**config.mk**
```make
export PLATFORM = sky130hd
export DESIGN_NAME = dice_game
export DESIGN_NICKNAME = d
export VERILOG_FILES = /design/src/rtl/dice_pkg.sv /design/src/rtl/dice_pair.sv /design/src/rtl/dice_eval.sv /design/src/rtl/dice_ctrl.sv /design/src/rtl/dice_game.sv
export SDC_FILE = /design/constraint.sdc
export NUM_CORES = 1
export LEC_CHECK = 0
export BUFFER_PORTS_ARGS = -buffer_cell sky130_fd_sc_hd__buf_2
export CAP_MARGIN = 40
export CORE_MARGIN = 2
export CORE_UTILIZATION = 38
export DETAILED_ROUTE_END_ITERATION = 16
export MAX_ROUTING_LAYER = met4
export PLACE_DENSITY = 0.6
export SLEW_MARGIN = 20
export SYNTH_ARGS = -nofsm -noshare
export SYNTH_HDL_FRONTEND = slang
export SYNTH_SLANG_ARGS = --single-unit
```
**constraint.sdc**
```tcl
create_clock -name clk -period 4.25 [get_ports clk]
set_input_delay 0.6375 -clock clk [delete_from_list [all_inputs] [get_ports clk]]
set_output_delay 0.6375 -clock clk [all_outputs]
set_load 0.03 [all_outputs]
```
**src/rtl/dice_pkg.sv**
```systemverilog
package dice_pkg;

    typedef enum logic [2:0] {
        ST_FIRST_WAIT,
        ST_FIRST_ROLL,
        ST_FIRST_EVAL,
        ST_NEXT_WAIT,
        ST_NEXT_ROLL,
        ST_NEXT_EVAL,
        ST_WON,
        ST_LOST
    } game_state_e;

    // Decoded facts about the current sum
    typedef struct packed {
        logic sum7;     // sum is seven
        logic natural;  // sum is seven or eleven
        logic craps;    // sum is two, three or twelve
        logic match;    // sum equals stored point
    } roll_flags_t;

    // Controller commands
    typedef struct packed {
        logic roll;
        logic save_point;
        logic win;
        logic lose;
    } ctrl_out_t;

    localparam int unsigned SUM_TWO    = 2;
    localparam int unsigned SUM_THREE  = 3;
    localparam int unsigned SUM_SEVEN  = 7;
    localparam int unsigned SUM_ELEVEN = 11;
    localparam int unsigned SUM_TWELVE = 12;

    function automatic logic is_natural(input int unsigned s);
        return (s == SUM_SEVEN) || (s == SUM_ELEVEN);
    endfunction

    function automatic logic is_craps(input int unsigned s);
        return (s == SUM_TWO) || (s == SUM_THREE) || (s == SUM_TWELVE);
    endfunction

endpackage

```
**src/rtl/dice_pair.sv**
```systemverilog
module dice_pair #(
    parameter int unsigned FACES    = 6,
    parameter int unsigned DIE_W    = $clog2(FACES + 1),
    parameter int unsigned NUM_DICE = 2
) (
    input  logic             clk,
    input  logic             rst,
    input  logic             roll,
    output logic [DIE_W-1:0] die_a,
    output logic [DIE_W-1:0] die_b
);
    localparam logic [DIE_W-1:0] TOP_FACE = DIE_W'(FACES);
    localparam logic [DIE_W-1:0] LOW_FACE = DIE_W'(1);

    logic [DIE_W-1:0] face [NUM_DICE];
    logic [NUM_DICE-1:0] step;

    assign step[0] = roll;

    for (genvar g = 0; g < NUM_DICE; g++) begin : g_die
        always_ff @(posedge clk) begin
            if (rst) begin
                face[g] <= LOW_FACE;
            end else if (step[g]) begin
                face[g] <= (face[g] == TOP_FACE) ? LOW_FACE : face[g] + LOW_FACE;
            end
        end
        if (g < NUM_DICE - 1) begin : g_carry
            assign step[g+1] = step[g] && (face[g] == TOP_FACE);
        end
    end

    assign die_a = face[0];
    assign die_b = face[1];
endmodule

```
**src/rtl/dice_eval.sv**
```systemverilog
module dice_eval
    import dice_pkg::*;
#(
    parameter int unsigned DIE_W = 3,
    parameter int unsigned SUM_W = DIE_W + 1
) (
    input  logic             clk,
    input  logic             rst,
    input  logic [DIE_W-1:0] die_a,
    input  logic [DIE_W-1:0] die_b,
    input  logic             save_point,
    output roll_flags_t      flags
);
    logic [SUM_W-1:0] sum;
    logic [SUM_W-1:0] point_q;

    assign sum = SUM_W'(die_a) + SUM_W'(die_b);

    always_ff @(posedge clk) begin
        if (rst) begin
            point_q <= '0;
        end else if (save_point) begin
            point_q <= sum;
        end
    end

    always_comb begin
        flags.sum7    = (int'(sum) == SUM_SEVEN);
        flags.natural = is_natural(int'(sum));
        flags.craps   = is_craps(int'(sum));
        flags.match   = (sum == point_q);
    end
endmodule

```
**src/rtl/dice_ctrl.sv**
```systemverilog
module dice_ctrl
    import dice_pkg::*;
(
    input  logic        clk,
    input  logic        rst,
    input  logic        roll_btn,
    input  roll_flags_t flags,
    output ctrl_out_t   ctl
);
    game_state_e st_q, st_d;

    always_ff @(posedge clk) begin
        if (rst) begin
            st_q <= ST_FIRST_WAIT;
        end else begin
            st_q <= st_d;
        end
    end

    always_comb begin
        st_d = st_q;
        unique case (st_q)
            ST_FIRST_WAIT: if (roll_btn)  st_d = ST_FIRST_ROLL;
            ST_FIRST_ROLL: if (!roll_btn) st_d = ST_FIRST_EVAL;
            ST_FIRST_EVAL: begin
                if (flags.natural)    st_d = ST_WON;
                else if (flags.craps) st_d = ST_LOST;
                else                  st_d = ST_NEXT_WAIT;
            end
            ST_NEXT_WAIT:  if (roll_btn)  st_d = ST_NEXT_ROLL;
            ST_NEXT_ROLL:  if (!roll_btn) st_d = ST_NEXT_EVAL;
            ST_NEXT_EVAL: begin
                if (flags.match)     st_d = ST_WON;
                else if (flags.sum7) st_d = ST_LOST;
                else                 st_d = ST_NEXT_WAIT;
            end
            ST_WON:  st_d = ST_WON;
            ST_LOST: st_d = ST_LOST;
            default: st_d = ST_FIRST_WAIT;
        endcase
    end

    always_comb begin
        ctl.roll       = (st_q == ST_FIRST_ROLL) || (st_q == ST_NEXT_ROLL);
        ctl.save_point = (st_q == ST_FIRST_EVAL) && !flags.natural && !flags.craps;
        ctl.win        = (st_q == ST_WON);
        ctl.lose       = (st_q == ST_LOST);
    end
endmodule

```
**src/rtl/dice_game.sv**
```systemverilog
module dice_game
    import dice_pkg::*;
#(
    parameter int unsigned FACES = 6,
    parameter int unsigned DIE_W = $clog2(FACES + 1)
) (
    input  logic             clk,
    input  logic             rst,
    input  logic             roll_btn,
    output logic [DIE_W-1:0] die_a,
    output logic [DIE_W-1:0] die_b,
    output logic             win_led,
    output logic             lose_led
);
    localparam int unsigned SUM_W = DIE_W + 1;

    roll_flags_t flags;
    ctrl_out_t   ctl;
    logic        roll_en;
    logic        save_pt;

    assign roll_en = ctl.roll;
    assign save_pt = ctl.save_point;

    dice_pair #(.FACES(FACES), .DIE_W(DIE_W), .NUM_DICE(2)) pair_i (
        .clk   (clk),
        .rst   (rst),
        .roll  (roll_en),
        .die_a (die_a),
        .die_b (die_b)
    );

    dice_eval #(.DIE_W(DIE_W), .SUM_W(SUM_W)) eval_i (
        .clk        (clk),
        .rst        (rst),
        .die_a      (die_a),
        .die_b      (die_b),
        .save_point (save_pt),
        .flags      (flags)
    );

    dice_ctrl ctrl_i (
        .clk      (clk),
        .rst      (rst),
        .roll_btn (roll_btn),
        .flags    (flags),
        .ctl      (ctl)
    );

    assign win_led  = ctl.win;
    assign lose_led = ctl.lose;
endmodule

```
Word level (Yosys, flattened, before mapping)
Memory sizes are Yosys's and may differ from the RTL's.
Index checks and enable logic that the tools add are counted.
Widths: inputs -> output; s select.
- flip-flop bits (word level): 7
- memory bits (writable): 6
- input port bits: 3
- output and inout port bits: 8
- word-level logic and storage cells: 59
- memories: 1
- memory list (name ; words ; width ; rd ports ; clocked after Yosys merged registers in ; write ports ; RTL line ; source):
    pair_i.face ; 2 ; 3 ; 2 ; 0 ; 2 ; dice_pair.sv:15 ; logic [DIE_W-1:0] face [NUM_DICE];
- $add $sub $neg: 3
- eq/ne operators: 19
- multiplexer cells: 21
- bitwise gates (word level): 2
- reduce and logical (&&, ||, !) cells: 11
- operators with widths (kind ; count):
    $mux 3 ; 12
    $pmux 3 s8 ; 1
    $eq 3x3->1 const B ; 6
    $eq 4x2->1 const B ; 2
    $eq 4x4->1 const B ; 2
    $mux 1 ; 8
    $ne 2x2->1 const B ; 4
    $add 3x1->3 const B ; 2
    $eq 3x2->1 const B ; 2
    $add 3x3->4 ; 1
    $eq 4x3->1 const B ; 1
    $eq 4x4->1 ; 1
    $logic_or 1x1->1 ; 4
    $reduce_and 4->1 ; 1
    $eq 3x1->1 const B ; 1
    $logic_and 1x1->1 ; 3
    $logic_not 3->1 ; 1
    $logic_not 1->1 ; 2
    $or 1x1->1 ; 2

Depth between registers and ports, before layout
Gate-level depths: netlist of run 1.
- depth after elaboration: 7
- gate-level depth with buffers: 7
- mapped depth without buffers: 7

Cells and area by module
A second synthesis of run 1 with hierarchy kept.
- cells, all modules: 88
- area, all modules: 904.6 um^2
- modules (own cells, without submodules) (module ; times used ; cells an instance ; area an instance (um^2) ; sequential area each (um^2)):
    dice_pair ; 1 ; 25 ; 362.8 ; 180.2
    dice_eval ; 1 ; 35 ; 330.3 ; 80.1
    dice_ctrl ; 1 ; 28 ; 211.5 ; 60.1

Worst setup path before layout of run 1
OpenSTA, ideal clock, no wires.
- kind: reg-to-reg
- start point: memory pair_i.face[0][0]
- end point: register eval_i.point_q[3]
- library setup time: 0.077 ns
- arrival time: 2.366 ns
- required time: 4.173 ns
- path slack: 1.807 ns
- cell stages (with the launch flop): 8
- path buffers: 0
- period minus slack after synthesis: 2.443 ns
- path through: edfxtp_1 ha_1 fa_1 or3b_1 o32a_2 nor3b_2 a31oi_1 a41oi_2
- RTL lines (item ; RTL line ; source):
    from (decl) ; dice_pair.sv:15 ;
    to (signal assigned) ; dice_eval.sv:23 ; point_q <= sum;
    to (decl) ; dice_eval.sv:15 ; logic [SUM_W-1:0] point_q;

==> results of run 1 <==
## logic make-up after synthesis
group                      count (synthesis)  share of synthesized area [%]
AOI/OAI and AO/OA                         31                          24.43
xor gates and xnor gates                   5                          4.887
adders and majority gates                  8                          10.25
buffers and inverters                      8                          3.932
DFF                                       13                          30.51
and+or+nand+nor                           51                          25.99
## per-stage QoR
| step | hold slack [ns] | instance area, um2 |
|---|---|---|
| 3_3_place_gp | 0.5058 | 1109 |
| 4_1_cts | 0.5296 | 1135 |
| 3_5_place_dp | 0.5158 | 1109 |
| 5_1_grt | 0.5674 | 1135 |
| 6_report | 0.5380 | 1135 |
| 2_1_floorplan | 0.4767 | 1050 |
## worst min-delay path, delay by kind of cell, from the launching register on
kind,cells,cell delay (ns)
flip-flops,1,0.34
AO/OA/AOI/OAI,2,0.16
## placed cells by master (no fill, tap or decap), drive strengths merged, types with 2 or more instances in the layout
master  netlist  routed
nand3         6       6
or2           4       4
xnor2         4       4
a211oi        2       2
clkbuf        1       4
nand2        10      10
nor3b         6       6
nand2b        2       2
or3b          2       2
a31oi         4       4
or3           2       2
buf           4      10
inv           3       3
edfxtp        6       6
nor2         14      14
a21oi         7       7
o21ai         2       2
ha            7       7
a21o          2       2
a211o         2       2
dfxtp         7       7
and2          2       2
## power by group
group          switching [W]  leakage [nW]  internal, W   total, W
Sequential         0.0000237         0.114     0.000148   0.000172
Combinational       0.000134         0.271    0.0000837   0.000218
Clock              0.0000447        0.0150    0.0000364  0.0000811
Total               0.000203         0.400     0.000268   0.000471
## sequential cells by signal, summed over array words and instances, names as in the netlist
| register | flops |
|---|---|
| eval_i.point_q | 4 |
| pair_i.face | 6 |
| ctrl_i.st_q | 3 |
## cell type report
type | count | area (um2) | area share, %
multi-input cells | 95 | 688.2 | 60.64
flip-flops and latches | 13 | 320.3 | 28.22
repair buffers | 10 | 50.05 | 4.410
well taps | 31 | 38.79 | 3.418
clock buffers | 4 | 26.28 | 2.315
inverters | 3 | 11.26 | 0.9923
## layer usage
metal	GRT usage, %	up-vias	part of all wire [%]
li1	-	451	-
met1	19.68	418	49
met2	25.08	18	47
met3	2.304	4	3.1
met4	5.442	0	1.4
met5	-	-	0
## worst min-delay path by stage
stage / cells past startpoint / slack [ns] / endpoint / startpoint
2_1_floorplan: 2 / 0.48 / eval_i.point_q[0] / eval_i.point_q[0]
3_3_place_gp: 2 / 0.51 / eval_i.point_q[0] / eval_i.point_q[0]
5_1_grt: 2 / 0.57 / eval_i.point_q[0] / eval_i.point_q[0]
6_report: 2 / 0.54 / eval_i.point_q[0] / eval_i.point_q[0]
4_1_cts: 2 / 0.53 / eval_i.point_q[0] / eval_i.point_q[0]
3_5_place_dp: 2 / 0.52 / eval_i.point_q[0] / eval_i.point_q[0]
==> metrics.yaml, run 1 <==
critical_path:
  critPathArrivalTime_ns: 2.59
  r2r-start: "pair_i.face[0][0]"
  crit_fanout: 14
  crit_chain: "ha_1, fa_1, and2_1, o21ai_0, a221oi_1, or3_1, a21oi_1"
  path_depth: 7
  worstSetupEndpoint: "ctrl_i.st_q[0]"
  worstPathRequired_ns: 4.42
  max_stage_delay_ns: 0.79
  worstSetupPathType: "reg2reg"
  path_buf_inv: 0
  cp-startpoint: "pair_i.face[0][0]"
  rr_worst_depth: 7
  critPathSlowestCell: "fa_1"
  start_kind: "register"
  cp-end-kind: "register"
  reg2reg_slack_ns: 1.83
  critPathTopFamily: "adder cells"
  crit-reg2reg-capture: "ctrl_i.st_q[0]"
run:
  cap_violations: 0
cts:
  cts_tree: "built"
  cts.repair.resized: 0
  clkSlewWorstSetupHoldPaths_ns: 0.09
  cts_setup_buffers: 0
  root_buffer: "clkbuf_4"
  worstSkewPairLatency_ns: 0.28
  clock_sinks: 13
  cts_hold_buf: 0
  htree_levels: 1
  cts_buffers: 3
  cts.path.max_buffers: 2
sta:
  min_period_ns: 2.418
  timing.final.crit_share_pct: 56.89
  final-hold-violation-count: 0
  setup_tns_ns: 0
  slew_headroom_pct: 58.67
  finClkSkew_ns: 0.003344
  fmax_ghz: 0.4136
  layout_setup_ws_ns: 1.832
  worst_pin_slew_ns: 0.6186
  rsz0062_at_grt: "false"
  slew_viol_final: 0
  setup_viol: 0
floorplanning:
  core_mm2: 0.002686
  die_x_um: 56.56
  num_rows: 19
  ios: 11
  die_h_um: 56.56
  start_util_pct: 39.08
  die_area_mm2: 0.003199
worst_hold_path:
  worstHoldPathType: "reg2reg"
route:
  wirelength_um: 2220
  vias_per_cell: 5.712
  wire_per_inst_um: 14.23
  drt_first_iter_violations: 16
  vias: 891
  drt_first_pass_iters: 4
  drtAntennaViolNets: 0
  drc: 0
global_routing:
  grt_max_degree: 15
  grt_pass1_vias: 835
  grt_use_total_pct: 15.50
  grt_overflow: 0
  grt_pass1_wl_um: 3850
  antenna_found_initial: 0
place:
  dp_cells: 152
  gp_congestion: 0.8664
  port_buffers: 10
  preCtsSetupSlack_ns: 1.836
  dp_hpwl_um: 1678
synthesis:
  ys_types: 48
  synthArstFlopShare_pct: 0
  synth_edf_count: 6
  yosysTopAreaCell: "edfxtp_1"
  dominantRegCellSynth: "dfxtp_1"
  syn_area_mm2: 0.001050
  synth_top_area_share_pct: 17.16
  syn_inst: 116
  synth_most_common_cell: "nor2_1"
  yosysWarnings: 0
  synth-seq-cells: 13
  yosysSeqAreaShare_pct: 30.51
  synth_area_leaders: "edfxtp_1 17%, dfxtp_1 13%, ha_1 8.3%"
  postSynthAreaPerCell_um2: 9.050
  synth_common_cells: "13 x nor2_1, 9 x nand2_1, 7 x a21oi_1, 7 x dfxtp_1, 7 x ha_1"
  syn-num-nets: 127
layout:
  fillers: 274
  antenna_cells: 0
  final_cells: 156
  post-route-util_pct: 42.25
  areaGrowthSynthToFinish_pct: 8.105
  drive_gt1_share_pct: 20.80
  final_nets: 137
power:
  power_density_mw_per_mm2: 414.9
  peakVddDrop_v: 0.0002070
  leakage_nw: 0.4001
  total_power_w: 0.0004708
outcome:
  status: "finished clean"
(Power assumes the default switching activity.)
==> run 2, diff against run 1 <==
==> constraint.sdc (replaced) <==
create_clock -name clk -period 2.4 [get_ports clk]
set_input_delay 0.36 -clock clk [delete_from_list [all_inputs] [get_ports clk]]
set_output_delay 0.36 -clock clk [all_outputs]
set_load 0.03 [all_outputs]
==> metrics.yaml, run 2 (synthesis gave the netlist of run 1 again) <==
outcome:
  status: "finished clean"
layout:
  post-route-util_pct: 44.43
  regArea_um2: 320.3
  drive_gt1_share_pct: 25.58
  fillers: 276
  final_nets: 141
  largestRegisters: "pair_i.face x6, eval_i.point_q x4, ctrl_i.st_q x3"
  largest_reg_flops: 6
  multi_input_area_um2: 716.9
  final_cell_mix: "13 x nor2_1, 10 x buf_2, 9 x nand2_1"
  areaGrowthSynthToFinish_pct: 13.71
  antenna_cells: 0
  final_cells: 160
  largest_register: "pair_i.face"
  final_common_cell: "nor2_1"
sta:
  fmax_ghz: 0.4430
  min_period_ns: 2.257
  timing.final.crit_share_pct: 94.05
  slew_headroom_pct: 58.77
  holdWs_ns: 0.3372
  setup_viol: 0
  worst_pin_slew_ns: 0.6172
  finClkSkew_ns: 0.007571
  final-hold-violation-count: 0
  setup_tns_ns: 0
  rsz0062_at_grt: "true"
  slew_viol_final: 0
floorplanning:
  num_rows: 19
  die_x_um: 56.56
  die_h_um: 56.56
  die_area_mm2: 0.003199
  ios: 11
  start_util_pct: 39.08
  core_mm2: 0.002686
place:
  gp_congestion: 0.8446
  port_buffers: 10
  dp_cells: 155
  dp_hpwl_um: 1724
route:
  vias_per_cell: 5.850
  drtAntennaViolNets: 0
  drt_first_pass_iters: 4
  vias: 936
  drt_first_iter_violations: 20
  wire_per_inst_um: 14.12
  wirelength_um: 2259
  drc: 0
critical_path:
  cp-end-kind: "register"
  critPathArrivalTime_ns: 2.41
  crit_fanout: 7
  worstSetupPathType: "reg2reg"
  start_kind: "register"
  reg2reg_slack_ns: 0.14
  worstPathRequired_ns: 2.56
cts:
  root_buffer: "clkbuf_4"
  htree_levels: 1
  cts.path.max_buffers: 2
  clkSlewWorstSetupHoldPaths_ns: 0.07
  cts_hold_buf: 0
  cts_tree: "built"
  cts_buffers: 3
  worstSkewPairLatency_ns: 0.28
  clock_sinks: 13
run:
  cap_violations: 0
power:
  leakage_nw: 0.4259
  peakVddDrop_v: 0.0003778
  power_density_mw_per_mm2: 733.2
  total_power_w: 0.0008752
global_routing:
  grt_max_degree: 13
  grt_pass1_vias: 930
  grt_pass1_wl_um: 4126
  grt_use_total_pct: 16.90
  antenna_found_initial: 0
  grt_overflow: 0
worst_hold_path:
  worstHoldPathType: "in2reg"
[run 2: what timing repair did]
action | in CTS | in global routing
setup buffers | 0 | 1
resized for setup | 0 | 5
setup endpoints to repair | 0 | 4
[run 2: path summary, 6_finish.rpt]
path,startpoint,endpoint,cells past startpoint
setup reg to reg,pair_i.face[0][0],ctrl_i.st_q[0],7
setup / recovery,pair_i.face[0][0],ctrl_i.st_q[0],7
hold reg to reg,eval_i.point_q[0],eval_i.point_q[0],2
hold / removal,roll_btn,ctrl_i.st_q[1],2
[run 2: stage by stage]
step | cell area [um2] | setup slack [ns]
after CTS | 1160 | 0.05934
after detailed placement | 1134 | 0.09198
after global placement | 1134 | 0.1393
after global routing | 1194 | -0.02064
final | 1194 | 0.1429
after floorplan | 1052 | 0.05091
[run 2: report_power, final]
part | internal (W) | leakage [nW] | total, W | switching [W]
registers | 0.000262 | 0.114 | 0.000303 | 0.0000409
logic | 0.000184 | 0.297 | 0.000434 | 0.000250
clock network | 0.0000645 | 0.0150 | 0.000138 | 0.0000734
total | 0.000510 | 0.426 | 0.000875 | 0.000365
[run 2: routing by layer]
metal  wire length [um]  GRT usage (%)
met3                 68          2.304
met2               1209          29.40
met4                 42          7.823
met5                  0              -
met1                939          19.03
[run 2: area by class of cell]
| type | count | area share, % |
|---|---|---|
| Inverter | 3 | 0.9434 |
| Timing Repair Buffer | 14 | 6.709 |
| Tap cell | 31 | 3.249 |
| Multi-Input combinational cell | 95 | 60.06 |
| Sequential cell | 13 | 26.83 |
| Clock buffer | 4 | 2.201 |
[run 2: worst max-delay path, cell delays in order, from the launching register on]
cell and delay (ns):
edfxtp_1 0.49, ha_4 0.22, fa_2 0.43, xor2_2 0.20
or2_1 0.23, a221oi_1 0.35, or3_1 0.16, a21oi_1 0.06
